==> config.mk <==
export PLATFORM = sky130hd
export DESIGN_NAME = usb_pkt_rx
export DESIGN_NICKNAME = d
export VERILOG_FILES = /design/src/rtl/usb_rx_pkg.sv /design/src/rtl/usb_rx_line.sv /design/src/rtl/usb_rx_crc.sv /design/src/rtl/usb_pkt_rx.sv
export SDC_FILE = /design/constraint.sdc
export NUM_CORES = 1
export LEC_CHECK = 0
export ABC_AREA = 1
export BUFFER_PORTS_ARGS = -buffer_cell sky130_fd_sc_hd__buf_2
export CAP_MARGIN = 20
export CORE_ASPECT_RATIO = 0.75
export CORE_UTILIZATION = 55
export CTS_CLUSTER_DIAMETER = 40
export CTS_CLUSTER_SIZE = 24
export DETAILED_ROUTE_END_ITERATION = 16
export GPL_ROUTABILITY_DRIVEN = 0
export PLACE_DENSITY = 0.77
export SLEW_MARGIN = 20
export SYNTH_ARGS = -nofsm -noshare
export SYNTH_HDL_FRONTEND = slang
export SYNTH_SLANG_ARGS = --single-unit
==> constraint.sdc <==
create_clock -name clk -period 1.9 [get_ports clk]
set_input_delay 0.19 -clock clk [delete_from_list [all_inputs] [get_ports clk]]
set_output_delay 0.19 -clock clk [all_outputs]
set_load 0.01 [all_outputs]
==> src/rtl/usb_rx_pkg.sv <==
package usb_rx_pkg;

    typedef enum logic [1:0] {
        ST_HUNT = 2'd0,
        ST_PID  = 2'd1,
        ST_BODY = 2'd2
    } rx_state_e;

    localparam logic [1:0] KIND_TOKEN = 2'b01;
    localparam logic [1:0] KIND_DATA  = 2'b11;
    localparam logic [1:0] KIND_HSHK  = 2'b10;

    localparam logic [3:0] PID_OUT   = 4'b0001;
    localparam logic [3:0] PID_SOF   = 4'b0101;
    localparam logic [3:0] PID_SETUP = 4'b1101;

endpackage

==> src/rtl/usb_rx_line.sv <==
// NRZI decoder and bit destuffer for the receive path.
module usb_rx_line #(
    parameter int STUFF_RUN = 6
) (
    input  logic clk,
    input  logic rst_n,
    input  logic in_stb,
    input  logic in_dp,
    input  logic in_se0,
    input  logic active,
    output logic bit_stb,
    output logic bit_val,
    output logic stuff_err,
    output logic eop_stb
);
    localparam int CW = $clog2(STUFF_RUN + 1);
    localparam logic [CW-1:0] RUN = CW'(STUFF_RUN);

    logic          level_d, level_q;
    logic [CW-1:0] ones_d, ones_q;
    logic          dec;

    always_comb begin
        dec       = (in_dp == level_q);
        level_d   = level_q;
        ones_d    = ones_q;
        bit_stb   = 1'b0;
        bit_val   = 1'b0;
        stuff_err = 1'b0;
        eop_stb   = 1'b0;
        if (in_stb) begin
            if (in_se0) begin
                eop_stb = 1'b1;
                level_d = 1'b1;
                ones_d  = '0;
            end else begin
                level_d = in_dp;
                if (active && ones_q == RUN) begin
                    // stuffed position: drop the bit, a one here is illegal
                    stuff_err = dec;
                    ones_d    = '0;
                end else begin
                    bit_stb = 1'b1;
                    bit_val = dec;
                    if (!dec)
                        ones_d = '0;
                    else if (ones_q != RUN)
                        ones_d = ones_q + 1'b1;
                end
            end
        end
    end

    always_ff @(posedge clk or negedge rst_n) begin
        if (!rst_n) begin
            level_q <= 1'b1;
            ones_q  <= '0;
        end else begin
            level_q <= level_d;
            ones_q  <= ones_d;
        end
    end
endmodule

==> src/rtl/usb_rx_crc.sv <==
// Serial CRC with all-ones preset and a residual compare.
module usb_rx_crc #(
    parameter int           W     = 5,
    parameter logic [W-1:0] POLY  = W'(5),
    parameter logic [W-1:0] RESID = W'(12)
) (
    input  logic clk,
    input  logic rst_n,
    input  logic clr,
    input  logic en,
    input  logic din,
    output logic ok
);
    logic [W-1:0] crc_d, crc_q;
    logic         fb;

    always_comb begin
        fb    = din ^ crc_q[W-1];
        crc_d = crc_q;
        if (clr)
            crc_d = '1;
        else if (en)
            crc_d = {crc_q[W-2:0], 1'b0} ^ (fb ? POLY : '0);
    end

    always_ff @(posedge clk or negedge rst_n) begin
        if (!rst_n) crc_q <= '1;
        else        crc_q <= crc_d;
    end

    assign ok = (crc_q == RESID);
endmodule

==> src/rtl/usb_pkt_rx.sv <==
module usb_pkt_rx
    import usb_rx_pkg::*;
#(
    parameter int MAX_PAYLOAD = 8,
    parameter int NUM_EP      = 4,
    parameter int SYNC_ZEROS  = 6
) (
    input  logic       clk,
    input  logic       rst_n,
    input  logic       rx_stb,
    input  logic       rx_dp,
    input  logic       rx_se0,
    input  logic [6:0] dev_addr,
    output logic [3:0] pkt_pid,
    output logic       eop_stb,
    output logic       eop_ok,
    output logic       tok_stb,
    output logic [3:0] tok_ep,
    output logic       data_stb,
    output logic [7:0] data_byte
);
    localparam int NBW = $clog2(MAX_PAYLOAD + 4);
    localparam int ZW  = $clog2(SYNC_ZEROS + 1);
    localparam logic [NBW-1:0] NB_CAP = NBW'(MAX_PAYLOAD + 3);
    localparam logic [NBW-1:0] NB_LIM = NBW'(MAX_PAYLOAD + 2);
    localparam logic [NBW-1:0] NB_TWO = NBW'(2);
    localparam logic [ZW-1:0]  Z_MIN  = ZW'(SYNC_ZEROS);

    typedef struct packed {
        rx_state_e      st;
        logic [ZW-1:0]  zc;
        logic [7:0]     sh;
        logic [2:0]     bc;
        logic [NBW-1:0] nb;
        logic [3:0]     pid;
        logic           pid_ok;
        logic           err;
        logic           armed;
        logic [7:0]     h0;
        logic [7:0]     h1;
        logic           o_data;
        logic [7:0]     o_byte;
        logic           o_eop;
        logic           o_ok;
        logic           o_tok;
        logic [3:0]     o_ep;
    } regs_t;

    regs_t r_d, r_q;

    logic ln_stb, ln_bit, ln_err, ln_eop;
    logic crc_clr, crc_en, crc5_ok, crc16_ok;

    usb_rx_line #(.STUFF_RUN(6)) u_line (
        .clk      (clk),
        .rst_n    (rst_n),
        .in_stb   (rx_stb),
        .in_dp    (rx_dp),
        .in_se0   (rx_se0),
        .active   (r_q.st != ST_HUNT),
        .bit_stb  (ln_stb),
        .bit_val  (ln_bit),
        .stuff_err(ln_err),
        .eop_stb  (ln_eop)
    );

    usb_rx_crc #(.W(5), .POLY(5'h05), .RESID(5'h0C)) u_crc5 (
        .clk(clk), .rst_n(rst_n), .clr(crc_clr), .en(crc_en), .din(ln_bit), .ok(crc5_ok)
    );

    usb_rx_crc #(.W(16), .POLY(16'h8005), .RESID(16'h800D)) u_crc16 (
        .clk(clk), .rst_n(rst_n), .clr(crc_clr), .en(crc_en), .din(ln_bit), .ok(crc16_ok)
    );

    logic [1:0] kind;
    logic [7:0] byte_n;
    logic [6:0] t_addr;
    logic [3:0] t_ep;
    logic       len_ok, good, xfer_tok, match;

    always_comb begin
        kind     = r_q.pid[1:0];
        byte_n   = {ln_bit, r_q.sh[7:1]};
        t_addr   = r_q.h1[6:0];
        t_ep     = {r_q.h0[2:0], r_q.h1[7]};
        match    = (t_addr == dev_addr) && (int'(t_ep) < NUM_EP);
        xfer_tok = (kind == KIND_TOKEN) && (r_q.pid != PID_SOF);
        unique case (kind)
            KIND_TOKEN: len_ok = (r_q.nb == NB_TWO) && crc5_ok;
            KIND_DATA:  len_ok = (r_q.nb >= NB_TWO) && (r_q.nb <= NB_LIM) && crc16_ok;
            KIND_HSHK:  len_ok = (r_q.nb == '0);
            default:    len_ok = 1'b0;
        endcase
        good = (r_q.st == ST_BODY) && r_q.pid_ok && !r_q.err && (r_q.bc == 3'd0) && len_ok;

        r_d        = r_q;
        r_d.o_data = 1'b0;
        r_d.o_eop  = 1'b0;
        r_d.o_tok  = 1'b0;
        crc_clr    = 1'b0;
        crc_en     = 1'b0;

        if (ln_err)
            r_d.err = 1'b1;

        if (ln_eop) begin
            if (r_q.st != ST_HUNT) begin
                r_d.o_eop = 1'b1;
                r_d.o_ok  = good;
                if (r_q.st == ST_BODY && r_q.pid_ok) begin
                    if (xfer_tok) begin
                        r_d.o_tok = good && match;
                        r_d.armed = good && match &&
                                    (r_q.pid == PID_OUT || r_q.pid == PID_SETUP);
                        if (good && match)
                            r_d.o_ep = t_ep;
                    end else if (kind == KIND_DATA) begin
                        r_d.armed = 1'b0;
                    end
                end
            end
            r_d.st = ST_HUNT;
            r_d.zc = '0;
        end else if (ln_stb) begin
            unique case (r_q.st)
                ST_HUNT: begin
                    if (!ln_bit) begin
                        if (r_q.zc != Z_MIN)
                            r_d.zc = r_q.zc + 1'b1;
                    end else begin
                        if (r_q.zc == Z_MIN) begin
                            r_d.st  = ST_PID;
                            r_d.bc  = '0;
                            r_d.nb  = '0;
                            r_d.err = 1'b0;
                            crc_clr = 1'b1;
                        end
                        r_d.zc = '0;
                    end
                end
                ST_PID: begin
                    r_d.sh = byte_n;
                    r_d.bc = r_q.bc + 1'b1;
                    if (r_q.bc == 3'd7) begin
                        r_d.pid    = byte_n[3:0];
                        r_d.pid_ok = (byte_n[7:4] == ~byte_n[3:0]);
                        r_d.st     = ST_BODY;
                    end
                end
                default: begin
                    crc_en = 1'b1;
                    r_d.sh = byte_n;
                    r_d.bc = r_q.bc + 1'b1;
                    if (r_q.bc == 3'd7) begin
                        r_d.h1 = r_q.h0;
                        r_d.h0 = byte_n;
                        if (r_q.nb != NB_CAP)
                            r_d.nb = r_q.nb + 1'b1;
                        if (kind == KIND_DATA && r_q.pid_ok && r_q.armed &&
                            r_q.nb >= NB_TWO && r_q.nb < NB_LIM) begin
                            r_d.o_data = 1'b1;
                            r_d.o_byte = r_q.h1;
                        end
                    end
                end
            endcase
        end
    end

    always_ff @(posedge clk or negedge rst_n) begin
        if (!rst_n) r_q <= '{st: ST_HUNT, default: '0};
        else        r_q <= r_d;
    end

    assign pkt_pid   = r_q.pid;
    assign eop_stb   = r_q.o_eop;
    assign eop_ok    = r_q.o_ok;
    assign tok_stb   = r_q.o_tok;
    assign tok_ep    = r_q.o_ep;
    assign data_stb  = r_q.o_data;
    assign data_byte = r_q.o_byte;
endmodule

==> impl_metrics.csv <==
group,metric,value,unit
status,status,"finished, final reports clean",
logic_synthesis,post_synthesis_sequential_area_ratio,48.3,%
cts,tritoncts.num_buffers,9,
sta,totalNegativeSetupSlack,0,ns
cts,max-clock-path-buffers,2,
global_routing,leftover_overflow_at_the_end_of_global_routing,0,
logic_synthesis,synth-compound-area-share,12.8,%
cts,cts_root_buffer,"sky130_fd_sc_hd__clkbuf_8",
logic_synthesis,synthesis.nets,518,
global_routing,grt_antenna_before_repair,0,
sta,setup_violations,0,
power_and_ir_drop,proportion_of_total_power_due_to_net_switching,26.1,%
layout,fin_util,65.0,%
worst_setup_path,cp_data_arrival_time,2.02,ns
detailed_routing,detail_route.vias_per_cell,5.09,
flow_run,max_cap_viol_count,0,
sta,worst_pin_slew,0.577,ns
sta,fin_crit_sh,93.5,%
logic_synthesis,synth-simple-area-share,23.5,%
placed_design,dpl.hpwl,6350,µm
layout,fin_nets,554,
detailed_routing,drc,0,
power_and_ir_drop,power.combinational.fraction,9.0,%
sta,fmaxAchievable,563,MHz
placed_design,placement.io_buffers,31,
global_routing,met1_usage,30.6,%
worst_setup_path,cp_common_cell,"sky130_fd_sc_hd__inv_2",
min_path,timing.hold.worst.class,"in -> reg",
detailed_routing,drc_violation_total_after_the_first_tritonroute_iteration,141,
logic_synthesis,syn_inst,496,
logic_synthesis,post_synth_edffs,0,
detailed_routing,totalWireLength,8520,µm
logic_synthesis,synth_flop_cell,"sky130_fd_sc_hd__dfrtp_1",
layout,area_growth_syn_to_layout,11.8,%
sta,worst_slew_margin_rel,61.6,%
power_and_ir_drop,power.leakage,2.52,nW
worst_setup_path,crit_path_max_incr_delay,0.38,ns
power_and_ir_drop,power,0.00371,W
logic_synthesis,synth_top_family_by_area,"simple AND/OR/NAND/NOR gates",
cts,clock_tree_from_tritoncts,"built",
layout,n_antenna_cell,0,
worst_setup_path,crit_type,"reg -> reg",
sta,final-max-slew-violation-count,0,
power_and_ir_drop,power.share.sequential,51.3,%
logic_synthesis,ys_warn_count,0,
sta,min_period,1.78,ns
layout,final_layout_size_suffix_gt1_share,25.0,%
power_and_ir_drop,power_density,760,mW/mm²
global_routing,grt_max_degree,47,
logic_synthesis,yosys.cell_types.count,36,
worst_setup_path,crit_path_top_delay_cell,"sky130_fd_sc_hd__dfrtp_1",
sta,timing.final.hold_violations,0,
floorplanning,fp.dieH,79.1,µm
sta,postLayoutSetupSlackWorst,0.123,ns
floorplanning,initial_utilization,58.2,%
logic_synthesis,synthesis.area,0.00436,mm²
worst_setup_path,cp_cell_sequence,"inv_2 -> ha_2 -> nand2_2 -> inv_2 -> nand2_4 -> nand2_4 -> nor2_8 -> inv_4 -> nor3_4 -> inv_2 -> nand2_1 -> o21ai_0",
power_and_ir_drop,total_switching_power,0.000969,W
logic_synthesis,yosys.area.top_type_share,35.0,%
cts,cts_htree_levels,3,
global_routing,grt_pass1_wl,14300,µm
logic_synthesis,synth.ff_latch_count,83,
floorplanning,core_ar,0.00750,mm²
detailed_routing,drt_pre_antenna_iters,4,
worst_setup_path,required_time_worst_endpoint,2.14,ns
logic_synthesis,synth_area_per_cell,8.79,µm²
sta,fin_worst_skew,0.0193,ns
floorplanning,die_width,105,µm
detailed_routing,route.detailed.wl_per_inst,13.4,µm
power_and_ir_drop,internal-power,0.00274,W
floorplanning,die_area,0.00829,mm²
global_routing,grt_pass1_vias,3094,
detailed_routing,routed-via-count,3246,
global_routing,grt.met3_usage,6.49,%
detailed_routing,drtAntennaViolNets,0,
logic_synthesis,share_of_synthesized_flip_flops_with_an_asynchronous_set_or_reset,100,%
logic_synthesis,most_common_library_cells_after_synthesis,"sky130_fd_sc_hd__nand2_1, sky130_fd_sc_hd__dfrtp_1, sky130_fd_sc_hd__inv_1, sky130_fd_sc_hd__nor2_1, sky130_fd_sc_hd__o21ai_0",
logic_synthesis,synth.most_common_cell,"sky130_fd_sc_hd__nand2_1",
global_routing,grt_usage,22.1,%
logic_synthesis,synth_xor_xnor_area_share,1.81,%
logic_synthesis,yosys.area.top_type,"sky130_fd_sc_hd__dfrtp_1",
sta,finalHoldWorstSlack,0.0605,ns
logic_synthesis,post_synth_fa_ha_maj_area_fraction,2.87,%
cts,clk-insertion-delay-late,0.36,ns
power_and_ir_drop,vdd_drop_max,0.000422,V
logic_synthesis,synth.top_cells.by_area,"sky130_fd_sc_hd__dfrtp_1, sky130_fd_sc_hd__dfstp_2, sky130_fd_sc_hd__nand2_1",
global_routing,globalRouteMet2Util,34.8,%
worst_setup_path,crit_path_start_kind,"flop",
placed_design,dp_worst_setup_slack,-0.0000313,ns
worst_setup_path,critical_path.max_fanout,7,
logic_synthesis,synthMuxAreaShare,0,%
cts,tritoncts_num_sinks,83,
cts,worst_setup_hold_path_clk_slew,0.10,ns
global_routing,top_usage_layer,"met2",
power_and_ir_drop,clockPowerShare,39.7,%
floorplanning,pin_count,32,
worst_setup_path,critPathCaptureType,"flop",
floorplanning,fp-row-count,27,
## worst max-delay path, delay by kind of cell (launching register included)
family | cells | cell delay (ns)
adders and majority gates | 1 | 0.18
DFF | 1 | 0.38
and+or+nand+nor | 6 | 0.74
AOI/OAI and AO/OA | 1 | 0.08
buffers and inverters | 4 | 0.29
## layer usage
layer	part of all wire [%]	vias to the layer above
met2	45	70
met4	0.86	0
met1	49	1544
met5	0	-
li1	-	1625
met3	5.5	7
## power by group through the flow
stage,registers [W],clock network [W],logic (W)
2_1_floorplan,0.00192,0,0.000202
3_3_place_gp,0.00193,0,0.000308
3_5_place_dp,0.00193,0,0.000316
4_1_cts,0.00190,0.00149,0.000326
5_1_grt,0.00191,0.00155,0.000379
6_report,0.00190,0.00147,0.000335
## state kept, by name, summed over array words and instances (netlist names), 3 cells and up
signal         flops
tok_ep             4
pkt_pid            4
u_crc16.crc_q     16
data_byte          8
r_q               31
byte_n             7
u_line.ones_q      3
u_crc5.crc_q       5
## cells by family after synthesis
group / after synthesis
AOI/OAI and AO/OA: 84
and+or+nand+nor: 219
DFF: 83
buffers and inverters: 91
xor gates and xnor gates: 9
adders and majority gates: 10
## per-stage QoR
stage / instance area [µm²] / cells
finish: 4880 / 638
CTS: 4800 / 632
floorplan: 4360 / 496
global placement: 4550 / 615
detailed placement: 4550 / 615
global route: 4880 / 638
## cell type report
cell class,count,area [µm²]
repair buffers,49,308
inverters,67,279
flip-flops and latches,83,2110
well taps,101,126
fillers,605,2620
clock buffers,9,124
multi-input cells,322,1830
clock inverters,7,104
## what timing repair did
action | CTS | global route
gates resized for setup | 2 | 13
buffers inserted | 0 | 6
endpoints found under the setup margin | 4 | 57
hold buffers | 1 | 0
hold endpoints to repair | 41 | 0
pin swaps | 0 | 3
## cell usage in the layout, fill, tap and decap left out, types with 3 or more instances in the layout
master | Yosys | routed
sky130_fd_sc_hd__nand2_1 | 115 | 113
sky130_fd_sc_hd__dfrtp_1 | 61 | 60
sky130_fd_sc_hd__inv_1 | 59 | 57
sky130_fd_sc_hd__nor2_1 | 58 | 57
sky130_fd_sc_hd__buf_2 | 2 | 30
sky130_fd_sc_hd__o21ai_0 | 27 | 27
sky130_fd_sc_hd__dfstp_2 | 22 | 22
sky130_fd_sc_hd__a21oi_1 | 23 | 20
sky130_fd_sc_hd__nand3_1 | 20 | 20
sky130_fd_sc_hd__buf_4 | 17 | 17
sky130_fd_sc_hd__o21ai_1 | 16 | 16
sky130_fd_sc_hd__a21oi_4 | 10 | 10
sky130_fd_sc_hd__ha_1 | 10 | 9
sky130_fd_sc_hd__clkbuf_8 | 0 | 9
sky130_fd_sc_hd__inv_6 | 0 | 6
sky130_fd_sc_hd__xor2_1 | 5 | 5
sky130_fd_sc_hd__nand4_1 | 5 | 5
sky130_fd_sc_hd__inv_2 | 3 | 4
sky130_fd_sc_hd__xnor2_1 | 4 | 4
sky130_fd_sc_hd__inv_4 | 4 | 4
sky130_fd_sc_hd__nand2_8 | 3 | 4
sky130_fd_sc_hd__nand2_4 | 5 | 4
sky130_fd_sc_hd__o21ai_2 | 4 | 4
sky130_fd_sc_hd__nand3b_1 | 3 | 3
sky130_fd_sc_hd__a21oi_2 | 0 | 3
## final timing paths
path / from / endpoint / slack [ns] / cells past startpoint
worst max-delay path: u_line.ones_q[0] / pkt_pid[0] / 0.12 / 12
worst min register to register: tok_ep[2] / tok_ep[2] / 0.47 / 2
min in group asynchronous: rst_n / pkt_pid[2] / 0.35 / 2
max in group asynchronous: rst_n / u_crc16.crc_q[0] / 0.86 / 3
worst min-delay path: rx_dp / u_line.level_q / 0.06 / 3
worst max register to register: u_line.ones_q[0] / pkt_pid[0] / 0.12 / 12
Power figures use the tool's default switching activity.
